===== config.mk =====
export PLATFORM = sky130hd
export DESIGN_NAME = fullmap_dir
export DESIGN_NICKNAME = d
export VERILOG_FILES = /design/src/rtl/dir_pkg.sv /design/src/rtl/dir_entry_store.sv /design/src/rtl/dir_decide.sv /design/src/rtl/dir_ack_collect.sv /design/src/rtl/fullmap_dir.sv
export SDC_FILE = /design/constraint.sdc
export NUM_CORES = 1
export LEC_CHECK = 0
export ABC_CLOCK_PERIOD_IN_PS = 8700
export CAP_MARGIN = 30
export CORE_MARGIN = 1.5
export CORE_UTILIZATION = 50
export CTS_BUF_LIST = sky130_fd_sc_hd__clkbuf_4 sky130_fd_sc_hd__clkbuf_8
export CTS_CLUSTER_DIAMETER = 80
export CTS_CLUSTER_SIZE = 8
export DETAILED_ROUTE_END_ITERATION = 8
export DONT_BUFFER_PORTS = 1
export GPL_TIMING_DRIVEN = 0
export MAX_ROUTING_LAYER = met4
export SKIP_CTS_REPAIR_TIMING = 1
export SLEW_MARGIN = 20
export SYNTH_ARGS = -nofsm -noshare
export SYNTH_HDL_FRONTEND = slang
export SYNTH_SLANG_ARGS = --single-unit

===== constraint.sdc =====
create_clock -name clk -period 8.7 [get_ports clk]
set_input_delay 1.305 -clock clk [delete_from_list [all_inputs] [get_ports clk]]
set_output_delay 1.305 -clock clk [all_outputs]
set_load 0.01 [all_outputs]

===== src/rtl/dir_pkg.sv =====
package dir_pkg;
  typedef enum logic [1:0] {
    REQ_READ    = 2'd0,
    REQ_WRITE   = 2'd1,
    REQ_UPGRADE = 2'd2,
    REQ_WBACK   = 2'd3
  } req_kind_e;

  typedef enum logic [1:0] {
    RSP_SHARED = 2'd0,
    RSP_EXCL   = 2'd1,
    RSP_WBDONE = 2'd2,
    RSP_NONE   = 2'd3
  } rsp_code_e;

  typedef enum logic [1:0] {
    CMD_INVAL       = 2'd0,
    CMD_RECALL_KEEP = 2'd1,
    CMD_RECALL_DROP = 2'd2,
    CMD_NONE        = 2'd3
  } cmd_kind_e;

  typedef enum logic {
    ST_IDLE = 1'b0,
    ST_WAIT = 1'b1
  } ctrl_state_e;
endpackage


===== src/rtl/dir_entry_store.sv =====
module dir_entry_store #(
  parameter int NUM_CACHES = 4,
  parameter int NUM_BLOCKS = 8,
  localparam int ADDR_W = $clog2(NUM_BLOCKS)
) (
  input  logic                  clk,
  input  logic                  rst_n,
  input  logic [ADDR_W-1:0]     rd_addr,
  output logic [NUM_CACHES-1:0] rd_presence,
  output logic                  rd_dirty,
  input  logic                  wr_en,
  input  logic [ADDR_W-1:0]     wr_addr,
  input  logic [NUM_CACHES-1:0] wr_presence,
  input  logic                  wr_dirty
);
  logic [NUM_CACHES-1:0] pres_q  [NUM_BLOCKS];
  logic                  dirty_q [NUM_BLOCKS];

  for (genvar b = 0; b < NUM_BLOCKS; b++) begin : g_entry
    logic hit;
    assign hit = wr_en && (wr_addr == ADDR_W'(b));
    always_ff @(posedge clk or negedge rst_n) begin
      if (!rst_n) begin
        pres_q[b]  <= '0;
        dirty_q[b] <= 1'b0;
      end else if (hit) begin
        pres_q[b]  <= wr_presence;
        dirty_q[b] <= wr_dirty;
      end
    end
  end

  assign rd_presence = pres_q[rd_addr];
  assign rd_dirty    = dirty_q[rd_addr];


  dirty_single_owner_chk: assert property (@(posedge clk) disable iff (!rst_n)
    rd_dirty |-> ($countones(rd_presence) == 1));
endmodule


===== src/rtl/dir_decide.sv =====
module dir_decide
  import dir_pkg::*;
#(
  parameter int NUM_CACHES = 4,
  localparam int CID_W = $clog2(NUM_CACHES)
) (
  input  req_kind_e             kind,
  input  logic [CID_W-1:0]      src,
  input  logic [NUM_CACHES-1:0] ent_presence,
  input  logic                  ent_dirty,
  output logic                  go_wait,
  output rsp_code_e             code,
  output logic                  wr_en,
  output logic [NUM_CACHES-1:0] wr_presence,
  output logic                  wr_dirty,
  output cmd_kind_e             cmd_kind,
  output logic [NUM_CACHES-1:0] cmd_mask
);
  logic [NUM_CACHES-1:0] src_bit;
  logic [NUM_CACHES-1:0] others;

  assign src_bit = NUM_CACHES'(1) << src;
  assign others  = ent_presence & ~src_bit;

  always_comb begin
    go_wait     = 1'b0;
    code        = RSP_NONE;
    wr_en       = 1'b0;
    wr_presence = ent_presence;
    wr_dirty    = ent_dirty;
    cmd_kind    = CMD_NONE;
    cmd_mask    = others;
    unique case (kind)
      REQ_READ: begin
        if (ent_dirty && (others != '0)) begin
          go_wait  = 1'b1;
          cmd_kind = CMD_RECALL_KEEP;
        end else if (ent_dirty) begin
          code = RSP_EXCL;
        end else begin
          code        = RSP_SHARED;
          wr_en       = 1'b1;
          wr_presence = ent_presence | src_bit;
          wr_dirty    = 1'b0;
        end
      end
      REQ_WRITE, REQ_UPGRADE: begin
        if (others != '0) begin
          go_wait  = 1'b1;
          cmd_kind = ent_dirty ? CMD_RECALL_DROP : CMD_INVAL;
        end else begin
          code        = RSP_EXCL;
          wr_en       = 1'b1;
          wr_presence = src_bit;
          wr_dirty    = 1'b1;
        end
      end
      REQ_WBACK: begin
        code = RSP_WBDONE;
        if (ent_dirty && (ent_presence == src_bit)) begin
          wr_en       = 1'b1;
          wr_presence = '0;
          wr_dirty    = 1'b0;
        end
      end
      default: ;
    endcase
  end
endmodule


===== src/rtl/dir_ack_collect.sv =====
module dir_ack_collect #(
  parameter int NUM_CACHES = 4
) (
  input  logic                  clk,
  input  logic                  rst_n,
  input  logic                  load,
  input  logic [NUM_CACHES-1:0] load_mask,
  input  logic [NUM_CACHES-1:0] ack,
  output logic                  done
);
  logic [NUM_CACHES-1:0] pending_q;
  logic [NUM_CACHES-1:0] pending_d;

  always_comb begin
    if (load) pending_d = load_mask;
    else      pending_d = pending_q & ~ack;
  end

  always_ff @(posedge clk or negedge rst_n) begin
    if (!rst_n) pending_q <= '0;
    else        pending_q <= pending_d;
  end

  assign done = (pending_q != '0) && ((pending_q & ~ack) == '0);


  pending_no_growth_chk: assert property (@(posedge clk) disable iff (!rst_n)
    !load |=> ((pending_q & ~$past(pending_q)) == '0));
endmodule


===== src/rtl/fullmap_dir.sv =====
module fullmap_dir
  import dir_pkg::*;
#(
  parameter int NUM_CACHES = 4,
  parameter int NUM_BLOCKS = 8,
  localparam int CID_W  = $clog2(NUM_CACHES),
  localparam int ADDR_W = $clog2(NUM_BLOCKS)
) (
  input  logic                  clk,
  input  logic                  rst_n,
  input  logic                  req_valid,
  input  logic [1:0]            req_kind,
  input  logic [CID_W-1:0]      req_src,
  input  logic [ADDR_W-1:0]     req_addr,
  input  logic [NUM_CACHES-1:0] ack,
  output logic                  rsp_valid,
  output logic [1:0]            rsp_code,
  output logic [CID_W-1:0]      rsp_dst,
  output logic [ADDR_W-1:0]     rsp_addr,
  output logic                  cmd_valid,
  output logic [1:0]            cmd_kind,
  output logic [NUM_CACHES-1:0] cmd_mask,
  output logic [ADDR_W-1:0]     cmd_addr,
  output logic                  nack_valid,
  output logic [CID_W-1:0]      nack_dst
);
  ctrl_state_e           state_q, state_d;
  logic [CID_W-1:0]      txn_src_q;
  logic [ADDR_W-1:0]     txn_addr_q;
  logic                  txn_read_q;
  logic                  txn_en;
  logic [NUM_CACHES-1:0] txn_bit;

  logic [ADDR_W-1:0]     st_rd_addr;
  logic [NUM_CACHES-1:0] ent_pres;
  logic                  ent_dirty;
  logic                  st_wr_en, st_wr_dirty;
  logic [ADDR_W-1:0]     st_wr_addr;
  logic [NUM_CACHES-1:0] st_wr_pres;

  logic                  dec_wait, dec_wr_en, dec_dirty;
  rsp_code_e             dec_code;
  logic [NUM_CACHES-1:0] dec_pres, dec_mask;
  cmd_kind_e             dec_cmd;

  logic                  load, done;

  logic                  rsp_valid_d, cmd_valid_d, nack_valid_d;
  rsp_code_e             rsp_code_d, rsp_code_q;
  logic [CID_W-1:0]      rsp_dst_d;
  logic [ADDR_W-1:0]     rsp_addr_d;
  cmd_kind_e             cmd_kind_q;

  assign st_rd_addr = (state_q == ST_WAIT) ? txn_addr_q : req_addr;
  assign txn_bit    = NUM_CACHES'(1) << txn_src_q;

  dir_entry_store #(.NUM_CACHES(NUM_CACHES), .NUM_BLOCKS(NUM_BLOCKS)) u_store (
    .clk(clk), .rst_n(rst_n),
    .rd_addr(st_rd_addr), .rd_presence(ent_pres), .rd_dirty(ent_dirty),
    .wr_en(st_wr_en), .wr_addr(st_wr_addr),
    .wr_presence(st_wr_pres), .wr_dirty(st_wr_dirty)
  );

  dir_decide #(.NUM_CACHES(NUM_CACHES)) u_decide (
    .kind(req_kind_e'(req_kind)), .src(req_src),
    .ent_presence(ent_pres), .ent_dirty(ent_dirty),
    .go_wait(dec_wait), .code(dec_code), .wr_en(dec_wr_en),
    .wr_presence(dec_pres), .wr_dirty(dec_dirty),
    .cmd_kind(dec_cmd), .cmd_mask(dec_mask)
  );

  dir_ack_collect #(.NUM_CACHES(NUM_CACHES)) u_acks (
    .clk(clk), .rst_n(rst_n),
    .load(load), .load_mask(dec_mask), .ack(ack), .done(done)
  );

  always_comb begin
    state_d      = state_q;
    load         = 1'b0;
    txn_en       = 1'b0;
    st_wr_en     = 1'b0;
    st_wr_addr   = req_addr;
    st_wr_pres   = dec_pres;
    st_wr_dirty  = dec_dirty;
    rsp_valid_d  = 1'b0;
    rsp_code_d   = dec_code;
    rsp_dst_d    = req_src;
    rsp_addr_d   = req_addr;
    cmd_valid_d  = 1'b0;
    nack_valid_d = 1'b0;
    unique case (state_q)
      ST_IDLE: begin
        if (req_valid) begin
          if (dec_wait) begin
            cmd_valid_d = 1'b1;
            load        = 1'b1;
            txn_en      = 1'b1;
            state_d     = ST_WAIT;
          end else begin
            rsp_valid_d = 1'b1;
            st_wr_en    = dec_wr_en;
          end
        end
      end
      ST_WAIT: begin
        nack_valid_d = req_valid;
        if (done) begin
          state_d     = ST_IDLE;
          st_wr_en    = 1'b1;
          st_wr_addr  = txn_addr_q;
          st_wr_pres  = txn_read_q ? (ent_pres | txn_bit) : txn_bit;
          st_wr_dirty = !txn_read_q;
          rsp_valid_d = 1'b1;
          rsp_code_d  = txn_read_q ? RSP_SHARED : RSP_EXCL;
          rsp_dst_d   = txn_src_q;
          rsp_addr_d  = txn_addr_q;
        end
      end
      default: state_d = ST_IDLE;
    endcase
  end

  always_ff @(posedge clk or negedge rst_n) begin
    if (!rst_n) begin
      state_q    <= ST_IDLE;
      rsp_valid  <= 1'b0;
      cmd_valid  <= 1'b0;
      nack_valid <= 1'b0;
    end else begin
      state_q    <= state_d;
      rsp_valid  <= rsp_valid_d;
      cmd_valid  <= cmd_valid_d;
      nack_valid <= nack_valid_d;
    end
  end

  always_ff @(posedge clk or negedge rst_n) begin
    if (!rst_n) begin
      txn_src_q  <= '0;
      txn_addr_q <= '0;
      txn_read_q <= 1'b0;
      rsp_code_q <= RSP_NONE;
      rsp_dst    <= '0;
      rsp_addr   <= '0;
      cmd_kind_q <= CMD_NONE;
      cmd_mask   <= '0;
      cmd_addr   <= '0;
      nack_dst   <= '0;
    end else begin
      if (txn_en) begin
        txn_src_q  <= req_src;
        txn_addr_q <= req_addr;
        txn_read_q <= (req_kind == REQ_READ);
        cmd_kind_q <= dec_cmd;
        cmd_mask   <= dec_mask;
        cmd_addr   <= req_addr;
      end
      if (rsp_valid_d) begin
        rsp_code_q <= rsp_code_d;
        rsp_dst    <= rsp_dst_d;
        rsp_addr   <= rsp_addr_d;
      end
      if (nack_valid_d) nack_dst <= req_src;
    end
  end

  assign rsp_code = rsp_code_q;
  assign cmd_kind = cmd_kind_q;


  retry_while_busy_chk: assert property (@(posedge clk) disable iff (!rst_n)
    (state_q == ST_WAIT && req_valid) |=> (nack_valid && nack_dst == $past(req_src)));


  cmd_skips_requester_chk: assert property (@(posedge clk) disable iff (!rst_n)
    cmd_valid |-> (!cmd_mask[txn_src_q] && cmd_mask != '0));


  no_rsp_while_pending_chk: assert property (@(posedge clk) disable iff (!rst_n)
    (state_q == ST_WAIT) |-> !rsp_valid);


  cmd_rsp_exclusive_chk: assert property (@(posedge clk) disable iff (!rst_n)
    cmd_valid |-> !rsp_valid);
endmodule


==> impl_metrics.env, run 1 <==
export IMPL_worst_setup_path_start_kind="input pin"
export IMPL_areaGrowthSynthToFinish_pct=8.59
export IMPL_crit_path_end_kind="flip-flop"
export IMPL_p_sw_mw=0.716
export IMPL_wl_mm=10.2
export IMPL_synth_edf_count=0
export IMPL_htreeDepth=3
export IMPL_place_gp_congestion=0.921
export IMPL_power_internal_mw=0.906
export IMPL_vias=3152
export IMPL_hold_violations=0
export IMPL_seq_power_share_pct=34.1
export IMPL_yosysWarnings=0
export IMPL_finalNetCount=435
export IMPL_fp_dieH_um=92.3
export IMPL_rrSetupSlack_ps=3330
export IMPL_synthesis_area_mm2=0.00399
export IMPL_firstDrtPassIters=7
export IMPL_route_detailed_drc=0
export IMPL_grt_pass1_wl_mm=16.8
export IMPL_dieArea_mm2=0.00853
export IMPL_viasPerCell=6.08
export IMPL_antenna_found_initial=0
export IMPL_grt_max_degree=70
export IMPL_drt_iter0_markers=198
export IMPL_core_area_mm2=0.00773
export IMPL_numCtsBuffers=9
export IMPL_period_share_pct=68.2
export IMPL_n_antenna_cell=0
export IMPL_routedWlPerCell_um=19.7
export IMPL_hpwlAfterDp_mm=7.21
export IMPL_hp_class="reg2reg"
export IMPL_cts_clk_slew_worst_paths_ps=70
export IMPL_fmax_ghz=0.169
export IMPL_critical_path_required_ps=8930
export IMPL_worstMarginPinSlew_ps=858
export IMPL_synth_top_cell_area_share_pct=40.8
export IMPL_portBuffers=0
export IMPL_async_flop_share_pct=100
export IMPL_cp_arrival_ps=6160
export IMPL_synth_fp_nets=424
export IMPL_swShare_pct=44.1
export IMPL_ys_types=54
export IMPL_p_leak_nw=1.97
export IMPL_fin_ws_ps=2770
export IMPL_holdPathEnd="u_store.pres_q[16]$_DFFE_PN0P_"
export IMPL_ant_nets=0
export IMPL_maxCapViolCount=0
export IMPL_die_width_um=92.3
export IMPL_crit_type="in2reg"
export IMPL_finalSetupViolations=0
export IMPL_ys_seq_area_share_pct=43.4
export IMPL_ir_drop_v=0.000151
export IMPL_clk_insertion_delay_late_ps=350
export IMPL_rsz0062_at_grt="false"
export IMPL_slew_violations=0
export IMPL_maxSlewHeadroom_pct=42.1
export IMPL_cts_root_buf="clkbuf_8"
export IMPL_hold_depth=1
export IMPL_yosys_area_top_type="dfrtp_1"
export IMPL_cts_sinks=69
export IMPL_top_level_ports=35
export IMPL_r2r_end="u_store.pres_q[13]$_DFFE_PN0P_"
export IMPL_r2r_cells=17
export IMPL_cts_tree="done"
export IMPL_track_usage_pct=26.8
export IMPL_skew_ps=12.1
export IMPL_min_period_ps=5930
export IMPL_reg2reg_from="state_q$_DFF_PN0_"
export IMPL_power_density_mw_per_mm2=374
export IMPL_status="finished clean"
export IMPL_tns_ps=0
export IMPL_worstHoldStart="u_store.pres_q[16]$_DFFE_PN0P_"
export IMPL_synthCells=400
export IMPL_grt_overflow_total=0
export IMPL_synthFlopType="dfrtp_1"
export IMPL_rows=32
export IMPL_clockBufferDepth=2
export IMPL_synthTopCellsByArea="dfrtp_1 (41%), mux2_2 (8.5%), nand2_1 (4.7%)"
export IMPL_synth_seq_cells=69
export IMPL_p_comb_share_pct=48.7
export IMPL_preCtsSetupSlack_ps=2490
export IMPL_start_util_pct=51.7
export IMPL_power_frac_clock_pct=17.3
export IMPL_drive_gt1_share_pct=16.3
export IMPL_critPathMaxFanout=9
export IMPL_postSynthAreaPerCell_um2=9.98
export IMPL_grt_pass1_vias=3180
==> per-stage QoR <==
| stage | util [%] | instance area [µm²] | hold slack, ps | power, mW | cells |
|---|---|---|---|---|---|
| finish | 56.1 | 4330 | 487 | 1.62 | 518 |
| CTS | 56.1 | 4330 | 487 | 1.62 | 518 |
| detailed placement | 53.3 | 4120 | 470 | 1.33 | 502 |
| global placement | 53.3 | 4120 | 467 | 1.32 | 502 |
| global route | 56.1 | 4330 | 503 | 1.73 | 518 |
| floorplan | - | 3990 | 449 | 1.11 | 400 |
==> per-layer routing <==
metal	part of all wire, %	vias up	GRT usage [%]
li1	-	1475	-
met3	4.8	23	4.68
met1	43	1547	33.1
met5	0	-	-
met2	49	107	43.7
met4	2.6	0	10.6
==> critical path, stage by stage <==
cell	delay, ps
clkbuf_1	220
nand2b_1	210
and2_1	140
clkbuf_1	480
mux2i_1	280
o22ai_1	140
a31oi_1	360
inv_1	100
ha_1	250
nor4_1	670
nor2_1	120
nand2_1	110
a2111oi_0	70
a211o_1	350
nand3b_1	310
o31ai_2	620
mux2_2	400
==> cells in the mapped netlist (2+ instances only) <==
master / n
a211oi_1: 4
a21oi_1: 17
a22oi_1: 2
a31oi_1: 5
and2_1: 3
buf_1: 2
buf_2: 3
clkbuf_1: 15
dfrtp_1: 65
dfstp_2: 4
ha_1: 10
inv_1: 18
mux2_1: 12
mux2_2: 30
mux2i_1: 13
nand2_1: 50
nand2b_1: 10
nand3_1: 3
nand3b_1: 2
nand4_1: 2
nor2_1: 22
nor2b_1: 11
nor3_1: 4
nor4_1: 3
o211ai_1: 5
o21ai_0: 33
o21ai_1: 2
o221ai_1: 2
o22ai_1: 10
o22ai_4: 2
o311ai_0: 3
o31ai_1: 5
o31ai_2: 2
o31ai_4: 2
o32ai_1: 2
or3_1: 3
or4_1: 2
==> power groups by stage <==
stage                     logic (mW)  registers (mW)  clock network, mW
after global routing           0.863           0.567              0.303
after floorplan                0.584           0.531                  0
after CTS                      0.776           0.553              0.289
after global placement         0.764           0.556                  0
after detailed placement       0.773           0.558                  0
final                          0.789           0.552              0.280
==> layout by cell type, fill, tap and decap left out, types with 3 or more instances in the layout <==
cell / count
o311ai_0: 3
dfrtp_1: 65
or3_1: 3
nand2_1: 50
o21ai_0: 33
ha_1: 10
buf_2: 3
a31oi_1: 5
nand2b_1: 10
clkbuf_1: 15
a21oi_1: 17
and2_1: 3
o211ai_1: 5
mux2_1: 12
nor2_1: 22
a211oi_1: 4
o31ai_1: 5
mux2i_1: 13
mux2_2: 30
clkbuf_8: 12
o22ai_1: 10
nor3_1: 4
nor2b_1: 11
inv_1: 18
nor4_1: 3
dfstp_2: 4
nand3_1: 3
==> final cells by class <==
| cell class | count | area (µm²) |
|---|---|---|
| Multi-Input combinational cell | 292 | 2100 |
| Clock buffer | 13 | 173 |
| Fill cell | 681 | 3390 |
| Inverter | 18 | 67.6 |
| Tap cell | 102 | 128 |
| Sequential cell | 69 | 1730 |
| Clock inverter | 3 | 42.5 |
| Buffer | 21 | 90.1 |
==> logic make-up after synthesis <==
family / count (synthesis) / share of synthesized area [%]
multiplexers: 57 / 16.1
buffers and inverters: 39 / 3.95
AND/OR/NAND/NOR: 121 / 14.9
AO/OA/AOI/OAI: 104 / 18.5
flip-flops: 69 / 43.4
adder cells (fa/ha/maj): 10 / 3.13
==> sequential cells by signal, indices dropped and copies added (netlist names), 2 cells and up <==
| register | cells |
|---|---|
| u_store.pres_q | 32 |
| u_store.dirty_q | 8 |
| cmd_mask | 4 |
| u_acks.pending_q | 4 |
| rsp_addr | 3 |
| txn_addr_q | 3 |
| cmd_kind | 2 |
| nack_dst | 2 |
| rsp_code | 2 |
| rsp_dst | 2 |
| txn_src_q | 2 |
==> how the worst max path moves through the flow <==
stage | startpoint | endpoint | cells after the start
floorplan | req_addr[1] | u_store.pres_q[10]$_DFFE_PN0P_ | 17
global placement | req_addr[1] | u_store.pres_q[31]$_DFFE_PN0P_ | 17
detailed placement | req_addr[1] | u_store.pres_q[27]$_DFFE_PN0P_ | 17
CTS | req_addr[1] | u_store.pres_q[27]$_DFFE_PN0P_ | 17
global route | req_addr[1] | u_store.pres_q[13]$_DFFE_PN0P_ | 17
finish | req_addr[1] | u_store.pres_q[13]$_DFFE_PN0P_ | 17
Power figures use the tool's default switching activity.
==> run 2, diff against run 1 <==
--- a/config.mk
+++ b/config.mk
@@ -5,7 +5,8 @@
 export SDC_FILE = /design/constraint.sdc
 export NUM_CORES = 1
 export LEC_CHECK = 0
-export ABC_CLOCK_PERIOD_IN_PS = 8700
+export ABC_AREA = 1
+export ABC_CLOCK_PERIOD_IN_PS = 6000
 export CAP_MARGIN = 30
 export CORE_MARGIN = 1.5
 export CORE_UTILIZATION = 50
==> constraint.sdc (replaced) <==
create_clock -name clk -period 6 [get_ports clk]
set_input_delay 0.9 -clock clk [delete_from_list [all_inputs] [get_ports clk]]
set_output_delay 0.9 -clock clk [all_outputs]
set_load 0.01 [all_outputs]
==> impl_metrics.env, run 2 <==
export IMPL_core_area_mm2=0.00781
export IMPL_maxSlewHeadroom_pct=52.8
export IMPL_fillCellCount=781
export IMPL_fin_ws_ps=2020
export IMPL_cpPeakStageDelay_ps=590
export IMPL_rsz0062_at_grt="false"
export IMPL_wl_met1_mm=5.27
export IMPL_reg_top3="u_store.pres_q x32, u_store.dirty_q x8"
export IMPL_synth_seq_cells=69
export IMPL_antenna_found_initial=0
export IMPL_worst_setup_path_start_kind="flip-flop"
export IMPL_track_usage_pct=27.4
export IMPL_place_gp_congestion=0.961
export IMPL_final_common_cell="nand2_1"
export IMPL_grt_overflow_total=0
export IMPL_synth_edf_count=0
export IMPL_wl_mm=11.0
export IMPL_top_register="u_store.pres_q"
export IMPL_critPathMaxFanout=10
export IMPL_ant_nets=0
export IMPL_seq_area_mm2=0.00173
export IMPL_p_leak_nw=2.43
export IMPL_yosysWarnings=0
export IMPL_place_area_mm2=0.00420
export IMPL_cpLargestDelayFamily="simple AND/OR/NAND/NOR gates"
export IMPL_path_cells="nand2_1, nand2_2, buf_2, nand2_1, nand3_1, nand3_1, nand2_1, ha_1, nor4_1, nand2_2, nand2_1, nand2_2, o21ai_2, nand2_1, nand2_1, nand2_1"
export IMPL_synth_top_cell_area_share_pct=40.0
export IMPL_placed_cells=681
export IMPL_power_density_mw_per_mm2=581
export IMPL_min_period_ps=3980
export IMPL_hp_class="in2async"
export IMPL_portBuffers=0
export IMPL_status="finished clean"
export IMPL_slew_violations=0
export IMPL_multi_input_area_mm2=0.00196
export IMPL_critical_path_most_common_cell="nand2_1"
export IMPL_routedWlPerCell_um=15.7
export IMPL_route_detailed_drc=0
export IMPL_fp_dieH_um=93.2
export IMPL_fin_area_mm2=0.00443
export IMPL_period_share_pct=66.4
export IMPL_routed_wl_met2_mm=4.75
export IMPL_die_width_um=93.2
export IMPL_cts_tree="done"
export IMPL_tns_ps=0
export IMPL_synth_most_common_cell="nand2_1"
export IMPL_synthTopCellsByArea="dfrtp_1 (40%), nand2_1 (24%), inv_1 (8.0%)"
export IMPL_cp_arrival_ps=4230
export IMPL_synth_fp_nets=602
export IMPL_dr_wl_met3_um=790
export IMPL_largest_reg_flops=32
export IMPL_maxCapViolCount=0
export IMPL_top_layer_used="met4"
export IMPL_hold_violations=0
export IMPL_grt_max_degree=70
export IMPL_drt_iter0_markers=212
export IMPL_skew_ps=12.1
export IMPL_synthesis_area_mm2=0.00406
export IMPL_final_util_pct=56.7
export IMPL_path_buf_inv=1
export IMPL_final_cell_count_no_fill=697
export IMPL_cts_clk_slew_worst_paths_ps=80
export IMPL_critical_path_required_ps=6240
export IMPL_drive_gt1_share_pct=9.24
export IMPL_grt_pass1_vias=3367
export IMPL_grt_pass1_wl_mm=17.4
export IMPL_async_flop_share_pct=100
export IMPL_crit_path_end_kind="flip-flop"
export IMPL_areaGrowthSynthToFinish_pct=8.96
export IMPL_cts_root_buf="clkbuf_8"
export IMPL_synthTopCellsByCount="nand2_1 (259), inv_1 (87), dfrtp_1 (65)"
export IMPL_firstDrtPassIters=5
export IMPL_p_total_mw=2.57
export IMPL_worstMarginPinSlew_ps=703
export IMPL_clockBufferDepth=2
export IMPL_preCtsSetupSlack_ps=1810
export IMPL_clk_insertion_delay_late_ps=350
export IMPL_yosys_area_top_type="dfrtp_1"
export IMPL_synthCells=578
export IMPL_ys_types=32
export IMPL_ir_drop_v=0.000250
export IMPL_finalNetCount=614
export IMPL_n_antenna_cell=0
export IMPL_holdWs_ps=235
export IMPL_vias=3651
export IMPL_top_level_ports=35
export IMPL_cp_slowest_cell="nor4_1"
export IMPL_finalSetupViolations=0
export IMPL_crit_type="reg2reg"
export IMPL_postSynthAreaPerCell_um2=7.03
export IMPL_final_cell_mix="nand2_1 (259), inv_1 (87), dfrtp_1 (65)"
export IMPL_rows=32
export IMPL_htreeDepth=3
export IMPL_ys_seq_area_share_pct=42.6
export IMPL_cts_sinks=69
export IMPL_synthFlopType="dfrtp_1"
export IMPL_numCtsBuffers=9
export IMPL_hpwlAfterDp_mm=7.92
export IMPL_fmax_ghz=0.251
export IMPL_start_util_pct=52.1
export IMPL_viasPerCell=5.24
export IMPL_dieArea_mm2=0.00868
run 2: changes by cell type after synthesis, moves of 8 or more:
cell	previous run	this run
clkbuf_1	15	2
nand2_1	50	259
nand2b_1	10	0
nand3_1	3	58
o22ai_1	10	1
nor2b_1	11	0
nor2_4	0	8
inv_1	18	87
o21ai_0	33	23
mux2_2	30	1
mux2i_1	13	0
a21oi_1	17	4
mux2_1	12	0
run 2: worst paths after layout:
check | startpoint | end | slack, ps | cells after the start
max | txn_addr_q[0]$_DFFE_PN0P_ | u_store.pres_q[5]$_DFFE_PN0P_ | 2020 | 16
min | rst_n | u_store.pres_q[18]$_DFFE_PN0P_ | 240 | 0
max reg2reg | txn_addr_q[0]$_DFFE_PN0P_ | u_store.pres_q[5]$_DFFE_PN0P_ | 2020 | 16
min reg2reg | u_store.pres_q[11]$_DFFE_PN0P_ | u_store.pres_q[11]$_DFFE_PN0P_ | 490 | 2
max in group asynchronous | rst_n | cmd_kind[0]$_DFFE_PN1P_ | 5560 | 0
min in group clk | u_store.pres_q[11]$_DFFE_PN0P_ | u_store.pres_q[11]$_DFFE_PN0P_ | 490 | 2
run 2: layer usage:
| layer | global-route usage [%] | vias up |
|---|---|---|
| li1 | - | 1799 |
| met1 | 39.5 | 1714 |
| met2 | 38.2 | 123 |
| met3 | 6.50 | 15 |
| met4 | 7.70 | 0 |
| met5 | - | - |
run 2: area by class of cell:
type / count / area share, %
Tap cell: 102 / 2.88
Clock inverter: 5 / 1.89
Timing Repair Buffer: 1 / 0.170
Buffer: 8 / 0.876
Inverter: 88 / 7.46
Clock buffer: 11 / 3.28
Sequential cell: 69 / 39.1
Multi-Input combinational cell: 413 / 44.3
run 2: cells by family (layout without fill, tap and decap cells):
kind of cell / after synthesis / in the layout / synth area share, %
compound gates: 39 / 39 / 6.47
flops: 69 / 69 / 42.6
simple gates: 363 / 363 / 38.5
mux: 1 / 1 / 0.277
buf+inv: 96 / 113 / 9.08
fa+ha+maj: 10 / 10 / 3.08
run 2: report_power, final:
| part | leakage [nW] | switching [mW] | internal (mW) |
|---|---|---|---|
| Clock | 0.109 | 0.189 | 0.251 |
| Combinational | 1.42 | 0.950 | 0.389 |
| Sequential | 0.896 | 0.140 | 0.654 |
| Total | 2.43 | 1.28 | 1.29 |
==> run 3, diff against run 2 <==
--- a/config.mk
+++ b/config.mk
@@ -5,8 +5,8 @@
 export SDC_FILE = /design/constraint.sdc
 export NUM_CORES = 1
 export LEC_CHECK = 0
-export ABC_AREA = 1
-export ABC_CLOCK_PERIOD_IN_PS = 6000
+export ABC_AREA = 0
+export ABC_CLOCK_PERIOD_IN_PS = 3400
 export CAP_MARGIN = 30
 export CORE_MARGIN = 1.5
 export CORE_UTILIZATION = 50
@@ -17,6 +17,7 @@
 export DONT_BUFFER_PORTS = 1
 export GPL_TIMING_DRIVEN = 0
 export MAX_ROUTING_LAYER = met4
+export PLACE_DENSITY = 0.68
 export SKIP_CTS_REPAIR_TIMING = 1
 export SLEW_MARGIN = 20
 export SYNTH_ARGS = -nofsm -noshare
==> constraint.sdc (replaced) <==
create_clock -name clk -period 3.4 [get_ports clk]
set_input_delay 0.51 -clock clk [delete_from_list [all_inputs] [get_ports clk]]
set_output_delay 0.51 -clock clk [all_outputs]
set_load 0.01 [all_outputs]
==> impl_metrics.env, run 3 (synthesis results as in run 1) <==
export IMPL_cp_slowest_cell="mux4_2"
export IMPL_die_width_um=92.3
export IMPL_grt_pass1_wl_mm=17.3
export IMPL_ant_nets=0
export IMPL_antenna_found_initial=0
export IMPL_cts_sinks=69
export IMPL_finalSetupViolations=48
export IMPL_fin_ws_ps=-753
export IMPL_drt_iter0_markers=397
export IMPL_cpPeakStageDelay_ps=570
export IMPL_min_period_ps=4150
export IMPL_hold_violations=0
export IMPL_reg2reg_from="state_q$_DFF_PN0_"
export IMPL_n_antenna_cell=0
export IMPL_fp_dieH_um=92.3
export IMPL_status="finished, violations left"
export IMPL_skew_ps=8.89
export IMPL_vias=3360
export IMPL_final_common_cell="dfrtp_1"
export IMPL_maxSlewHeadroom_pct=48.7
export IMPL_drive_gt1_share_pct=35.5
export IMPL_areaGrowthSynthToFinish_pct=28.7
export IMPL_firstDrtPassIters=5
export IMPL_dieArea_mm2=0.00853
export IMPL_grt_max_degree=70
export IMPL_numCtsBuffers=9
export IMPL_p_total_mw=5.22
export IMPL_grt_overflow_total=0
export IMPL_reg_top3="u_store.pres_q x32, u_store.dirty_q x8"
export IMPL_clk_insertion_delay_late_ps=340
export IMPL_hpwlAfterDp_mm=7.49
export IMPL_power_density_mw_per_mm2=1020
export IMPL_top_level_ports=35
export IMPL_rows=32
export IMPL_worstMarginPinSlew_ps=770
export IMPL_final_cell_mix="dfrtp_1 (63), nand2_1 (48), mux2_4 (42)"
export IMPL_portBuffers=0
export IMPL_cp_arrival_ps=4380
export IMPL_critical_path_required_ps=3620
export IMPL_r2r_end="u_store.pres_q[25]$_DFFE_PN0P_"
export IMPL_htreeDepth=3
export IMPL_hp_class="in2async"
export IMPL_rsz0062_at_grt="true"
export IMPL_cts_tree="done"
export IMPL_cts_clk_slew_worst_paths_ps=70
export IMPL_maxCapViolCount=0
export IMPL_core_area_mm2=0.00773
export IMPL_track_usage_pct=27.7
export IMPL_ir_drop_v=0.000585
export IMPL_routedWlPerCell_um=21.0
export IMPL_grt_pass1_vias=3142
export IMPL_clockBufferDepth=2
export IMPL_holdWs_ps=12.2
export IMPL_place_gp_congestion=0.931
export IMPL_start_util_pct=51.7
export IMPL_largest_reg_flops=32
export IMPL_route_detailed_drc=0
export IMPL_worst_setup_path_start_kind="flip-flop"
export IMPL_wl_mm=11.5
export IMPL_violations="setup timing"
export IMPL_cts_root_buf="clkbuf_8"
export IMPL_crit_path_end_kind="flip-flop"
export IMPL_crit_type="reg2reg"
export IMPL_critPathMaxFanout=7
export IMPL_p_leak_nw=2.26
export IMPL_path_cells="buf_6, mux2i_4, mux4_2, a21o_4, ha_4, nor4_4, buf_4, nor2_4, nand2_2, a2111oi_2, a211o_1, or3b_4, o31ai_4, buf_12, mux2_4"
export IMPL_fmax_ghz=0.241
export IMPL_rrSetupSlack_ps=-750
export IMPL_r2r_cells=15
export IMPL_top_register="u_store.pres_q"
export IMPL_period_share_pct=122
export IMPL_slew_violations=0
export IMPL_finalNetCount=466
export IMPL_viasPerCell=6.14
## run 3: power by group
part           internal, mW  switching [mW]  total [mW]
Combinational          1.50            1.68        3.17
Sequential             1.15           0.289        1.44
Clock                 0.303           0.295       0.598
## run 3: worst max-delay path by stage
stage | from | endpoint | slack (ps)
finish | state_q$_DFF_PN0_ | u_store.pres_q[25]$_DFFE_PN0P_ | -750
global route | state_q$_DFF_PN0_ | u_store.pres_q[26]$_DFFE_PN0P_ | -850
CTS | txn_addr_q[0]$_DFFE_PN0P_ | u_store.dirty_q[3]$_DFFE_PN0P_ | -1380
detailed placement | txn_addr_q[0]$_DFFE_PN0P_ | u_store.pres_q[13]$_DFFE_PN0P_ | -1370
global placement | txn_addr_q[0]$_DFFE_PN0P_ | u_store.pres_q[12]$_DFFE_PN0P_ | -1310
floorplan | req_addr[0] | u_store.dirty_q[2]$_DFFE_PN0P_ | -390
## run 3: critical path: cells and delay by family, from the launching register on
kind	cells	cell delay (ps)
flops	1	400
simple gates	4	790
mux	3	1240
fa+ha+maj	1	180
compound gates	4	910
buf+inv	3	530
## run 3: layout make-up
class                           count  area, µm²
Clock inverter                      2       10.0
Fill cell                         595       2590
Buffer                             20        170
Clock buffer                       12        159
Multi-Input combinational cell    292       2530
Tap cell                          102        128
Inverter                           18       67.6
Timing Repair Buffer               32        333
Sequential cell                    69       1730
## run 3: metal layers
layer  global-route usage [%]  part of all wire [%]
met2                     38.5                    45
met3                     5.50                   5.9
met1                     41.4                    47
met5                        -                     0
met4                     7.31                   1.7
## run 3: through the flow
stage / setup slack, ps / util [%] / TNS (ps) / instances / area [µm²]
final: -753 / 66.5 / -25880 / 547 / 5130
after global routing: -851 / 66.5 / -32800 / 547 / 5130
after CTS: -1380 / 58.4 / -57850 / 516 / 4510
after detailed placement: -1370 / 56.2 / -57210 / 502 / 4340
after global placement: -1310 / 56.2 / -53530 / 502 / 4340
after floorplan: -386 / - / -11140 / 400 / 4210
